**src/rtl/scaler_pkg.sv**
```systemverilog
package scaler_pkg;
  typedef enum logic [1:0] {
    LOAD_CMD  = 2'd0,
    LOAD_READ = 2'd1,
    LOAD_GATE = 2'd2
  } load_mode_e;
endpackage

```
**src/rtl/scaler_sync_edge.sv**
```systemverilog
module scaler_sync_edge #(
  parameter int N = 32
) (
  input  logic         clk_i,
  input  logic         rst_ni,
  input  logic [N-1:0] async_i,
  output logic [N-1:0] rise_o
);
  logic [N-1:0] s1_q, s2_q, prev_q;

  always_ff @(posedge clk_i or negedge rst_ni) begin
    if (!rst_ni) begin
      s1_q   <= '0;
      s2_q   <= '0;
      prev_q <= '0;
    end else begin
      s1_q   <= async_i;
      s2_q   <= s1_q;
      prev_q <= s2_q;
    end
  end

  assign rise_o = s2_q & ~prev_q;
endmodule

```
**src/rtl/scaler_ctrl.sv**
```systemverilog
module scaler_ctrl
  import scaler_pkg::*;
(
  input  logic       clk_i,
  input  logic       rst_ni,
  input  logic       run_en_i,
  input  logic       inhibit_i,
  input  logic       gate_i,
  input  logic       gate_use_i,
  input  logic [1:0] mode_i,
  input  logic       gate_clr_en_i,
  input  logic       latch_i,
  output logic       cnt_ok_o,
  output logic       xfer_all_o,
  output logic       clr_all_o,
  output logic       rd_load_o
);
  logic gate_prev_q;
  logic gate_end;

  always_ff @(posedge clk_i or negedge rst_ni) begin
    if (!rst_ni) gate_prev_q <= 1'b0;
    else         gate_prev_q <= gate_i;
  end

  assign gate_end   = gate_prev_q & ~gate_i & (mode_i == LOAD_GATE);
  assign cnt_ok_o   = run_en_i & ~inhibit_i & (~gate_use_i | gate_i);
  assign rd_load_o  = (mode_i == LOAD_READ);
  assign xfer_all_o = gate_end | (latch_i & ~rd_load_o & (mode_i != LOAD_GATE));
  assign clr_all_o  = gate_end & gate_clr_en_i;
endmodule

```
**src/rtl/scaler_chan.sv**
```systemverilog
module scaler_chan #(
  parameter int CNT_W = 24
) (
  input  logic             clk_i,
  input  logic             rst_ni,
  input  logic             inc_i,
  input  logic             xfer_i,
  input  logic             clr_i,
  input  logic             ovf_clr_i,
  output logic [CNT_W-1:0] cnt_o,
  output logic [CNT_W-1:0] buf_o,
  output logic             ovf_o
);
  always_ff @(posedge clk_i or negedge rst_ni) begin
    if (!rst_ni) begin
      cnt_o <= '0;
      buf_o <= '0;
      ovf_o <= 1'b0;
    end else begin
      // clear beats increment; buffer sees the pre-update count
      if (clr_i)      cnt_o <= '0;
      else if (inc_i) cnt_o <= cnt_o + 1'b1;
      if (xfer_i) buf_o <= cnt_o;
      if (inc_i && !clr_i && (&cnt_o)) ovf_o <= 1'b1;
      else if (ovf_clr_i)              ovf_o <= 1'b0;
    end
  end
endmodule

```
**src/rtl/scaler_bank.sv**
```systemverilog
module scaler_bank
  import scaler_pkg::*;
#(
  parameter int NCH    = 32,
  parameter int CNT_W  = 24,
  parameter int DATA_W = 32,
  parameter int ADDR_W = $clog2(NCH + (NCH + 15) / 16)
) (
  input  logic              clk_i,
  input  logic              rst_ni,
  input  logic [NCH-1:0]    cnt_in_i,
  input  logic              run_en_i,
  input  logic              inhibit_i,
  input  logic              gate_i,
  input  logic              gate_use_i,
  input  logic [1:0]        mode_i,
  input  logic              gate_clr_en_i,
  input  logic              latch_i,
  input  logic              incr_i,
  input  logic              ovf_clr_i,
  input  logic              rd_en_i,
  input  logic [ADDR_W-1:0] rd_addr_i,
  output logic [DATA_W-1:0] rd_data_o,
  output logic              rd_valid_o
);
  localparam int OVF_WORDS = (NCH + 15) / 16;
  localparam int OVF_BITS  = OVF_WORDS * 16;
  localparam int CH_W      = $clog2(NCH);

  logic [NCH-1:0]       rise;
  logic [NCH-1:0]       ovf_q;
  logic [NCH*CNT_W-1:0] cnt_flat;
  logic [CNT_W-1:0]     cnt_arr [NCH];
  logic [CNT_W-1:0]     buf_arr [NCH];
  logic [OVF_BITS-1:0]  ovf_pad;
  logic                 cnt_ok, xfer_all, clr_all, rd_load;
  logic [DATA_W-1:0]    rd_mux;
  logic [CH_W-1:0]      sel;

  scaler_sync_edge #(.N(NCH)) u_sync (
    .clk_i   (clk_i),
    .rst_ni  (rst_ni),
    .async_i (cnt_in_i),
    .rise_o  (rise)
  );

  scaler_ctrl u_ctrl (
    .clk_i         (clk_i),
    .rst_ni        (rst_ni),
    .run_en_i      (run_en_i),
    .inhibit_i     (inhibit_i),
    .gate_i        (gate_i),
    .gate_use_i    (gate_use_i),
    .mode_i        (mode_i),
    .gate_clr_en_i (gate_clr_en_i),
    .latch_i       (latch_i),
    .cnt_ok_o      (cnt_ok),
    .xfer_all_o    (xfer_all),
    .clr_all_o     (clr_all),
    .rd_load_o     (rd_load)
  );

  for (genvar g = 0; g < NCH; g++) begin : g_ch
    logic inc, xfer;
    assign inc  = (rise[g] & cnt_ok) | incr_i;
    assign xfer = xfer_all | (rd_load & rd_en_i & (rd_addr_i == ADDR_W'(g)));

    scaler_chan #(.CNT_W(CNT_W)) u_chan (
      .clk_i     (clk_i),
      .rst_ni    (rst_ni),
      .inc_i     (inc),
      .xfer_i    (xfer),
      .clr_i     (clr_all),
      .ovf_clr_i (ovf_clr_i),
      .cnt_o     (cnt_arr[g]),
      .buf_o     (buf_arr[g]),
      .ovf_o     (ovf_q[g])
    );
    assign cnt_flat[g*CNT_W +: CNT_W] = cnt_arr[g];
  end

  assign ovf_pad = OVF_BITS'(ovf_q);
  assign sel     = rd_addr_i[CH_W-1:0];

  always_comb begin
    rd_mux = '0;
    if (rd_addr_i < ADDR_W'(NCH)) begin
      rd_mux = DATA_W'(rd_load ? cnt_arr[sel] : buf_arr[sel]);
    end
    for (int k = 0; k < OVF_WORDS; k++) begin
      if (rd_addr_i == ADDR_W'(NCH + k)) rd_mux = DATA_W'(ovf_pad[k*16 +: 16]);
    end
  end

  always_ff @(posedge clk_i or negedge rst_ni) begin
    if (!rst_ni) begin
      rd_data_o  <= '0;
      rd_valid_o <= 1'b0;
    end else begin
      rd_valid_o <= rd_en_i;
      if (rd_en_i) rd_data_o <= rd_mux;
    end
  end
endmodule

```
**config.mk**
```make
export PLATFORM = sky130hd
export DESIGN_NAME = scaler_bank
export DESIGN_NICKNAME = d
export VERILOG_FILES = /design/src/rtl/scaler_pkg.sv /design/src/rtl/scaler_sync_edge.sv /design/src/rtl/scaler_ctrl.sv /design/src/rtl/scaler_chan.sv /design/src/rtl/scaler_bank.sv
export SDC_FILE = /design/constraint.sdc
export NUM_CORES = 2
export LEC_CHECK = 0
export CORE_ASPECT_RATIO = 1.25
export CORE_MARGIN = 2
export CORE_UTILIZATION = 45
export CTS_CLUSTER_DIAMETER = 150
export CTS_CLUSTER_SIZE = 8
export DETAILED_ROUTE_END_ITERATION = 8
export SYNTH_ARGS = -nofsm -noshare
export SYNTH_HDL_FRONTEND = slang
export SYNTH_SLANG_ARGS = --single-unit
```
**constraint.sdc**
```tcl
create_clock -name clk_i -period 3.15 [get_ports clk_i]
set_input_delay 0.63 -clock clk_i [delete_from_list [all_inputs] [get_ports clk_i]]
set_output_delay 0.63 -clock clk_i [all_outputs]
set_load 0.02 [all_outputs]
```
==> results.sh <==
export IMPL_die_y_um=490
export IMPL_worst_ir_drop_vdd_v=0.000626
export IMPL_rrSetupSlack_ps=240
export IMPL_dr_pass1_iters=6
export IMPL_slew_limit_headroom=0.151
export IMPL_rsz0062_at_grt="false"
export IMPL_endpoint_kind="flop"
export IMPL_gp_congestion=0.976
export IMPL_final_design_area_no_fill_um2=101000
export IMPL_htree_num_levels=4
export IMPL_viasPerCell=6.40
export IMPL_cts_sinks=1690
export IMPL_r2r_end="g_ch[12].u_chan.cnt_o[20]"
export IMPL_min_path_cells=1
export IMPL_grt_pass1_wl_um=464000
export IMPL_cts_resized=0
export IMPL_cp_top_family="simple AND/OR/NAND/NOR gates"
export IMPL_crit_type="reg2reg"
export IMPL_setup_slack_ps=240
export IMPL_cp_required_ps=3960
export IMPL_syn2layout_area_growth_pct=18.9
export IMPL_fmax_mhz=344
export IMPL_synth_edf_count=0
export IMPL_final_setup_skew_ps=67.2
export IMPL_crit_arrival_ps=3720
export IMPL_vias=66659
export IMPL_grtUsageTotal=0.332
export IMPL_fin_crit_sh=0.924
export IMPL_postRouteWirelength_um=320000
export IMPL_ctsHoldBuffers=1
export IMPL_r2r_cells=6
export IMPL_cts_tree="built"
export IMPL_postCtsSetupBuffers=0
export IMPL_worst_pin_slew_ps=1240
export IMPL_clk_latency_ps=920
export IMPL_slowest_stage="nand4bb_1"
export IMPL_start_kind="flop"
export IMPL_finalCriticalPeriod_ps=2910
export IMPL_setup_violations=0
export IMPL_num_rows=178
export IMPL_slowest_delay_ps=590
export IMPL_power_mw=65.0
export IMPL_drv_slew=0
export IMPL_hold_worst_slack_ps=184
export IMPL_ios=84
export IMPL_clock_path_buffers=3
export IMPL_ys_ff_latch=1690
export IMPL_ctsRootBufferMaster="clkbuf_16"
export IMPL_drt_antenna_violating_nets=0
export IMPL_pre_cts_slack_ps=-415
export IMPL_cts_reportedPaths_clkPinSlew_ps=50
export IMPL_wire_per_inst_um=30.8
export IMPL_synth_area_per_cell_um2=11.7
export IMPL_power_per_cell_area_nw_per_um2=642
export IMPL_antenna_found_initial=22
export IMPL_outcome="complete, no violations"
export IMPL_synth_distinct_cells=80
export IMPL_fill_cells=16013
export IMPL_r2r_start="g_ch[12].u_chan.cnt_o[4]"
export IMPL_fin_util=0.538
export IMPL_p_leak_nw=43.9
export IMPL_hpwl_um=245000
export IMPL_fp_dieArea_um2=192000
export IMPL_overflow=0
export IMPL_critPathMaxFanout=9
export IMPL_portBuffers=75
export IMPL_cp_buffers_inverters=1
export IMPL_max_cap_viol_count=0
export IMPL_min_to="u_sync.s1_q[20]"
export IMPL_synthFlopType="dfrtp_1"
export IMPL_min_delay_start="cnt_in_i[20]"
export IMPL_crit_chain="and4_1, nand4_1, nand4bb_1, buf_4, or4_1, a21oi_1"
export IMPL_nNetsFinal=7954
export IMPL_cts_made_buffers=229
export IMPL_syn_cell_area_um2=85000
export IMPL_drtIter0Drc=5857
export IMPL_hp_class="in2reg"
export IMPL_drive_gt1_frac=0.286
export IMPL_die_x_um=393
export IMPL_synth_seq_area_share=0.497
export IMPL_hold_viol=0
export IMPL_grt_max_degree=113
export IMPL_async_flop_share=1.00
export IMPL_yosysWarnings=0
export IMPL_initial_core_util=0.452
export IMPL_drc=0
export IMPL_coreArea_um2=188000
export IMPL_grt_pass1_vias=66104
export IMPL_synthCells=7253
export IMPL_placed_area_um2=95100
cell type report:
class	instances	area, um^2	area share
inverters	144	541	0.00535
flip-flops and latches	1690	42300	0.418
clock buffers	229	5730	0.0567
multi-input cells	4952	40500	0.400
repair buffers	854	8620	0.0852
diodes	5	12.5	0.000124
well taps	2520	3150	0.0312
clock inverters	16	303	0.00299
worst max path at each step:
stage          cells past startpoint                         to                      from  slack, ps
2_1_floorplan                      6              rd_data_o[20]              rd_addr_i[1]        280
3_3_place_gp                       9  g_ch[12].u_chan.cnt_o[20]                    gate_i       -450
3_5_place_dp                       9  g_ch[12].u_chan.cnt_o[18]                    gate_i       -410
4_1_cts                            1               rd_data_o[1]              rd_data_o[1]        350
5_1_grt                            6  g_ch[12].u_chan.cnt_o[20]  g_ch[12].u_chan.cnt_o[4]        200
6_report                           6  g_ch[12].u_chan.cnt_o[20]  g_ch[12].u_chan.cnt_o[4]        240
layout by cell type (no fill, tap or decap), types with 16 or more instances in the layout:
| cell type | Yosys | layout |
|---|---|---|
| mux2_2 | 840 | 840 |
| buf_4 | 30 | 619 |
| ha_1 | 32 | 32 |
| or4_1 | 139 | 139 |
| dfrtp_1 | 1690 | 1690 |
| mux2i_1 | 216 | 216 |
| nand4_1 | 172 | 172 |
| buf_12 | 0 | 160 |
| inv_1 | 140 | 140 |
| a221oi_1 | 66 | 66 |
| nor2b_1 | 29 | 24 |
| xnor2_1 | 210 | 210 |
| clkbuf_16 | 0 | 229 |
| nor4b_1 | 21 | 20 |
| nand3_1 | 216 | 216 |
| nor3b_1 | 23 | 22 |
| a21oi_1 | 418 | 402 |
| xor2_1 | 129 | 129 |
| nor4_1 | 99 | 98 |
| nand2b_1 | 47 | 46 |
| o21ai_0 | 258 | 258 |
| and3_1 | 90 | 90 |
| nor2_1 | 411 | 408 |
| nand2_1 | 379 | 379 |
| mux4_2 | 299 | 299 |
| or3_1 | 213 | 213 |
| nand3b_1 | 16 | 16 |
| a22oi_1 | 45 | 45 |
| nor3_1 | 76 | 75 |
| and4_1 | 71 | 71 |
| o221ai_1 | 25 | 25 |
| clkdlybuf4s50_1 | 0 | 67 |
| and2_1 | 31 | 31 |
| a41oi_1 | 33 | 27 |
| a31oi_1 | 16 | 16 |
| o31ai_1 | 115 | 115 |
| a41o_1 | 19 | 19 |
worst reg2reg max path: stages, from the launching register on:
cell and delay, ps:
dfrtp_1 530, and4_1 350, nand4_1 400, nand4bb_1 590, buf_4 320, or4_1 510
a21oi_1 150
report_power, final:
part | switching [mW] | internal, mW | leakage [nW]
Sequential | 4.31 | 25.3 | 22.3
Clock | 9.48 | 12.7 | 2.95
Combinational | 6.87 | 6.27 | 18.6
layer usage:
metal / track usage / vias up / wire length [um]
met5: 0 / - / 157
met4: 0.248 / 24 / 28700
met3: 0.0686 / 917 / 24500
met2: 0.531 / 3053 / 152000
met1: 0.394 / 34389 / 115000
li1: - / 28276 / -
per-stage QoR:
stage	TNS, ps	instances
2_1_floorplan	0	7260
3_3_place_gp	-40320	10159
3_5_place_dp	-64120	10159
4_1_cts	0	10405
5_1_grt	0	10406
6_report	0	10410
flip-flops by register name, indices dropped and copies added (netlist names):
| name | count |
|---|---|
| g_ch.u_chan.buf_o | 768 |
| g_ch.u_chan.cnt_o | 768 |
| g_ch.u_chan.ovf_o | 32 |
| rd_data_o | 24 |
| rd_valid_o | 1 |
| u_ctrl.gate_prev_q | 1 |
| u_sync.prev_q | 32 |
| u_sync.s1_q | 32 |
| u_sync.s2_q | 32 |
synth_stat cells (all sizes together) (15+ instances only):
cell type | number | area share
a221oi | 66 | 0.0068
inv | 141 | 0.0062
nand3b | 16 | 0.0014
nor3 | 76 | 0.0045
xnor2 | 210 | 0.022
a22o | 15 | 0.0015
mux2i | 216 | 0.025
o221ai | 25 | 0.0026
nor3b | 23 | 0.0020
a211o | 15 | 0.0015
clkbuf | 307 | 0.014
ha | 32 | 0.0047
a31oi | 16 | 0.0012
mux2 | 840 | 0.11
and4 | 71 | 0.0073
and2 | 31 | 0.0023
buf | 167 | 0.010
nand4 | 173 | 0.013
or3 | 214 | 0.016
a41oi | 36 | 0.0040
nor4 | 99 | 0.0073
dfrtp | 1690 | 0.50
nor2 | 412 | 0.018
mux4 | 300 | 0.080
xor2 | 129 | 0.013
nor4b | 21 | 0.0022
nand2 | 379 | 0.017
nor2b | 29 | 0.0021
and3 | 90 | 0.0066
nand3 | 216 | 0.013
a41o | 19 | 0.0022
o21ai | 275 | 0.016
a21oi | 418 | 0.025
a22oi | 45 | 0.0040
or4 | 144 | 0.013
nand2b | 47 | 0.0035
o31ai | 115 | 0.010
cell families (layout without fill, tap and decap cells):
group,count (synthesis),after routing,share of synthesized area
flip-flops,1690,1690,0.497
adder cells (fa/ha/maj),32,32,0.00471
buffers and inverters,618,1243,0.0305
multiplexers,1356,1356,0.216
XOR/XNOR,339,339,0.0349
other,1,13,0.0000441
AO/OA/AOI/OAI,1136,1136,0.0836
AND/OR/NAND/NOR,2081,2081,0.133
Power figures use the tool's default switching activity.
